### src/rtl/prd_pkg.sv
package prd_pkg;
  localparam int unsigned PRD_DLY_W = 12;

  typedef enum logic [1:0] {
    PRD_LOW  = 2'd0,
    PRD_WAIT = 2'd1,
    PRD_HIGH = 2'd2
  } prd_state_e;
endpackage

### src/rtl/prd_edge_sense.sv
// Remembers the previous input sample; flags a low-to-high step.
module prd_edge_sense (
  input  logic clk,
  input  logic rst,
  input  logic din,
  output logic rise
);
  logic in_q;

  always_ff @(posedge clk) begin
    if (rst) in_q <= 1'b0;
    else     in_q <= din;
  end

  assign rise = din & ~in_q;
endmodule

### src/rtl/prd_hold_timer.sv
// Down-counter for the hold-off; expire marks the final tick.
module prd_hold_timer #(
  parameter int unsigned W = 12
) (
  input  logic         clk,
  input  logic         rst,
  input  logic         clear,
  input  logic         load,
  input  logic [W-1:0] load_val,
  input  logic         run,
  output logic         expire
);
  logic [W-1:0] cnt_q;

  always_ff @(posedge clk) begin
    if (rst || clear)            cnt_q <= '0;
    else if (load)               cnt_q <= load_val;
    else if (run && cnt_q != '0) cnt_q <= cnt_q - 1'b1;
  end

  assign expire = run && (cnt_q == W'(1));
endmodule

### src/rtl/prd_channel.sv
// One channel: edge sense, hold-off timer and output state.
module prd_channel
  import prd_pkg::*;
#(
  parameter int unsigned W = PRD_DLY_W
) (
  input  logic         clk,
  input  logic         rst,
  input  logic         en,
  input  logic         din,
  input  logic [W-1:0] dly,
  output logic         dout
);
  prd_state_e state_q, state_d;
  logic rise, expire;
  logic t_clear, t_load, t_run;

  prd_edge_sense u_edge (
    .clk  (clk),
    .rst  (rst),
    .din  (din),
    .rise (rise)
  );

  prd_hold_timer #(.W(W)) u_timer (
    .clk      (clk),
    .rst      (rst),
    .clear    (t_clear),
    .load     (t_load),
    .load_val (dly),
    .run      (t_run),
    .expire   (expire)
  );

  always_comb begin
    state_d = state_q;
    t_clear = 1'b0;
    t_load  = 1'b0;
    t_run   = 1'b0;
    if (!en) begin
      state_d = din ? PRD_HIGH : PRD_LOW;
      t_clear = 1'b1;
    end else if (!din) begin
      state_d = PRD_LOW;
      t_clear = 1'b1;
    end else if (rise) begin
      if (dly == '0) begin
        state_d = PRD_HIGH;
      end else begin
        state_d = PRD_WAIT;
        t_load  = 1'b1;
      end
    end else if (state_q == PRD_WAIT) begin
      t_run = 1'b1;
      if (expire) state_d = PRD_HIGH;
    end
  end

  always_ff @(posedge clk) begin
    if (rst) state_q <= PRD_LOW;
    else     state_q <= state_d;
  end

  assign dout = (state_q == PRD_HIGH);
endmodule

### src/rtl/pwm_rise_delay_bank.sv
// Bank of independent rising-edge hold-off channels.
module pwm_rise_delay_bank #(
  parameter int unsigned NCH   = 3,
  parameter int unsigned DLY_W = prd_pkg::PRD_DLY_W
) (
  input  logic                 clk,
  input  logic                 rst,
  input  logic                 dead_en,
  input  logic [NCH*DLY_W-1:0] rise_dly,
  input  logic [NCH-1:0]       pwm_raw,
  output logic [NCH-1:0]       pwm_dly
);
  localparam int unsigned TOT_W = NCH * DLY_W;

  logic [TOT_W-1:0] dly_bus;
  assign dly_bus = rise_dly;

  for (genvar g = 0; g < NCH; g++) begin : g_ch
    prd_channel #(.W(DLY_W)) u_ch (
      .clk  (clk),
      .rst  (rst),
      .en   (dead_en),
      .din  (pwm_raw[g]),
      .dly  (dly_bus[g*DLY_W +: DLY_W]),
      .dout (pwm_dly[g])
    );
  end
endmodule

### config.mk
export PLATFORM = sky130hd
export DESIGN_NAME = pwm_rise_delay_bank
export DESIGN_NICKNAME = d
export VERILOG_FILES = /design/src/rtl/prd_pkg.sv /design/src/rtl/prd_edge_sense.sv /design/src/rtl/prd_hold_timer.sv /design/src/rtl/prd_channel.sv /design/src/rtl/pwm_rise_delay_bank.sv
export SDC_FILE = /design/constraint.sdc
export NUM_CORES = 1
export LEC_CHECK = 0
export BUFFER_PORTS_ARGS = -buffer_cell sky130_fd_sc_hd__buf_4
export CAP_MARGIN = 20
export CORE_MARGIN = 2
export CORE_UTILIZATION = 51
export DETAILED_ROUTE_END_ITERATION = 16
export MAX_ROUTING_LAYER = met4
export PLACE_DENSITY = 0.81
export SLEW_MARGIN = 20
export SYNTH_ARGS = -nofsm -noshare
export SYNTH_HDL_FRONTEND = slang
export SYNTH_SLANG_ARGS = --single-unit
### constraint.sdc
create_clock -name clk -period 2 [get_ports clk]
set_input_delay 0.1 -clock clk [delete_from_list [all_inputs] [get_ports clk]]
set_output_delay 0.1 -clock clk [all_outputs]
set_load 0.005 [all_outputs]
==> results.json <==
{
  "initial_core_util": 0.528,
  "vias_per_cell": 6.35,
  "layout.cells.non_filler": 471,
  "place_hpwl_um": 5700,
  "cp.buffers_inverters": 0,
  "syn_to_final_growth_pct": 26.7,
  "clock-sinks": 45,
  "diodes": 0,
  "crit_slowest_cell": "or4_4",
  "clk_latency_ns": 0.30,
  "syn_avg_cell_area_um2": 8.02,
  "wire_per_inst_um": 15.9,
  "route.detailed.drc": 0,
  "clockPowerShare": 0.302,
  "grt_max_degree": 14,
  "use_met3": 0.0379,
  "crit_required_ns": 2.21,
  "rsz0062_at_grt": "true",
  "clock-root-buffer": "clkbuf_8",
  "place_congestion": 0.914,
  "fin_nets": 453,
  "critPathCaptureType": "flop",
  "rows": 26,
  "wl_um": 7470,
  "max_stage_delay_ns": 0.53,
  "clk_path_buf_depth": 2,
  "die_h_um": 76.5,
  "drive_above_1_share": 0.269,
  "synth-edff-count": 0,
  "max-vdd-ir-drop_uv": 348,
  "cp_cell_sequence": "or4_4, or4_4, or4_1, a31oi_1",
  "synth_mux_area_frac": 0,
  "ys_top_cells_by_area": "dfxtp_1 (34%), nand2_1 (5.9%), a31oi_1 (5.4%)",
  "grt_remaining_overflow": 0,
  "synth_fa_ha_area_frac": 0.0420,
  "cp_common_cell": "or4_4",
  "cp-start-kind": "flop",
  "worstSetupPathType": "reg2reg",
  "powerDensity_nw_per_um2": 513,
  "crit_arrival_ns": 2.20,
  "achievable-frequency_mhz": 502,
  "ant_nets": 0,
  "final_util": 0.669,
  "tightestPinTransition_ns": 0.902,
  "relSlewSlack": 0.395,
  "finalSetupViolations": 0,
  "crit_family": "simple AND/OR/NAND/NOR gates",
  "drv_cap": 0,
  "synth_cells": 334,
  "tns_ns": 0,
  "top_usage_layer": "met2",
  "synth_warnings": 0,
  "p_leak_nw": 1.26,
  "power_frac_comb": 0.166,
  "synth_flop_cell": "dfxtp_1",
  "hold_viol": 0,
  "cts_tree": "yes",
  "netlist_area_um2": 2680,
  "switching_share": 0.263,
  "place_inst": 463,
  "antenna_found_initial": 0,
  "p_int_mw": 1.28,
  "dr_total_vias": 2991,
  "grt_pass1_vias": 2851,
  "chipWidth_um": 76.5,
  "coreArea_um2": 5070,
  "ys_async_sr_fraction": 0,
  "drt_iter0_drc": 217,
  "synth_compound_area_frac": 0.280,
  "p_sw_mw": 0.458,
  "ys_seq_area_frac": 0.336,
  "clk_pin_slew_ns": 0.09,
  "h-tree-depth": 2,
  "synth-xor-area-share": 0,
  "synth-simple-area-share": 0.305,
  "synth.top_cell.area_share": 0.336,
  "min_period_over_period": 0.996,
  "grt_use_met2": 0.443,
  "dieArea_um2": 5850,
  "hold_path_class": "in2reg",
  "grt_usage": 0.269,
  "dr.pass1.iters": 5,
  "synth_nets": 385,
  "p_seq_frac": 0.532,
  "outcome": "completed",
  "synth.distinct_cells": 55,
  "power_mw": 1.74,
  "synth_top_family_by_area": "simple AND/OR/NAND/NOR gates",
  "synth_top_cell_by_area": "dfxtp_1",
  "met1_usage": 0.336,
  "skew_ns": 0.00890,
  "ioPinCount": 45,
  "cp_max_fo": 4,
  "grt_pass1_wl_um": 12700,
  "ys_ff_latch": 45,
  "numPortBuffers": 44,
  "drv_slew": 0,
  "min_period_ns": 1.99,
  "cts_made_buffers": 5
}
cell usage in the layout, fill, tap and decap left out, types with 2 or more instances in the layout:
cell / count
or4_1: 10
nand4b_1: 2
o21ai_0: 7
a21oi_2: 2
inv_1: 9
a32oi_1: 3
nand3b_1: 3
and3_1: 3
o211ai_1: 11
nand2b_1: 3
a21oi_1: 20
o2bb2a_1: 2
ha_1: 7
clkbuf_8: 5
and2_1: 3
nand2_1: 42
dfxtp_1: 41
nand3_1: 11
nor4_1: 11
a31oi_1: 23
dfxtp_2: 3
or2_2: 4
o311ai_0: 10
nor2_1: 22
a211oi_1: 4
or4_4: 3
a22oi_1: 3
nor3_1: 6
or3_1: 5
nor2b_1: 10
o21a_1: 4
o221ai_1: 2
buf_4: 72
or3_2: 2
cells by family (layout without fill, tap and decap cells):
kind of cell | count (synthesis) | after routing
and+or+nand+nor | 151 | 151
AOI/OAI and AO/OA | 107 | 107
DFF | 45 | 45
buffers and inverters | 22 | 89
adders and majority gates | 9 | 9
worst register-to-register path, delay by kind of cell (launching register included):
family / cells / cell delay, ns
flip-flops: 1 / 0.32
AO/OA/AOI/OAI: 1 / 0.14
AND/OR/NAND/NOR: 3 / 1.46
per-layer routing:
metal,part of all wire,vias up
li1,-,1431
met1,0.42,1404
met2,0.49,133
met3,0.068,23
met4,0.021,0
met5,0,-
cell type report:
class                           instances  area [um2]
Multi-Input combinational cell        267        1740
Sequential cell                        45         908
Tap cell                               70        87.6
Clock inverter                          1        5.00
Fill cell                             461        1680
Inverter                               11        43.8
Timing Repair Buffer                   72         541
Clock buffer                            5        68.8
sequential cells by signal, summed over array words and instances (netlist names):
register / flops
g_ch.u_ch.state_q: 6
g_ch.u_ch.u_edge.in_q: 3
g_ch.u_ch.u_timer.cnt_q: 36
path summary, 6_finish.rpt:
check	startpoint	endpoint	slack, ns	cells past startpoint
worst max-delay path	g_ch[1].u_ch.u_timer.cnt_q[4]$_SDFFE_PP0P_	g_ch[1].u_ch.u_timer.cnt_q[11]$_SDFFE_PP0P_	0.008	4
worst min-delay path	rise_dly[8]	g_ch[0].u_ch.u_timer.cnt_q[8]$_SDFFE_PP0P_	0.07	3
worst max register to register	g_ch[1].u_ch.u_timer.cnt_q[4]$_SDFFE_PP0P_	g_ch[1].u_ch.u_timer.cnt_q[11]$_SDFFE_PP0P_	0.008	4
worst min register to register	g_ch[2].u_ch.state_q[1]$_SDFFE_PP0P_	g_ch[2].u_ch.state_q[1]$_SDFFE_PP0P_	0.48	2
cell usage after synthesis (all sizes together), types with 2 or more instances:
library cell	instances
and3	3
nand3b	3
nor2b	10
ha	9
inv	11
a21oi	22
nand2	42
o311ai	10
or2	5
a31oi	23
a211oi	4
o221ai	2
nand3	11
or3	8
clkbuf	7
dfxtp	45
a22oi	3
nor4b	2
a32oi	3
o21a	4
nor3	6
or4	14
o2bb2a	2
nand4b	2
o211ai	11
nor4	12
nand2b	3
nor2	22
and2	3
buf	3
o21ai	8
power groups by stage:
stage | sequential, mW | clock [mW] | combinational, mW
2_1_floorplan | 0.944 | 0 | 0.141
3_3_place_gp | 0.946 | 0 | 0.274
3_5_place_dp | 0.947 | 0 | 0.279
4_1_cts | 0.926 | 0.535 | 0.282
5_1_grt | 0.928 | 0.569 | 0.318
6_report | 0.926 | 0.526 | 0.289
through the flow:
stage / worst slack (ns) / hold WS, ns / area [um2]
floorplan: 0.00268 / 0.228 / 2710
global route: -0.0577 / 0.0787 / 3390
detailed placement: -0.0156 / 0.380 / 3260
finish: 0.00783 / 0.0726 / 3390
global placement: 0.0305 / 0.353 / 3260
CTS: 0.00470 / 0.0699 / 3340
what timing repair did:
action / in CTS / in global routing
setup buffers: 1 / 1
cloned: 0 / 0
hold buffers: 0 / 0
pin swaps: 1 / 3
setup endpoints to repair: 3 / 17
endpoints found under the hold margin: 0 / 0
gates resized for setup: 1 / 11
No activity file was read; power rests on OpenSTA's default activity.
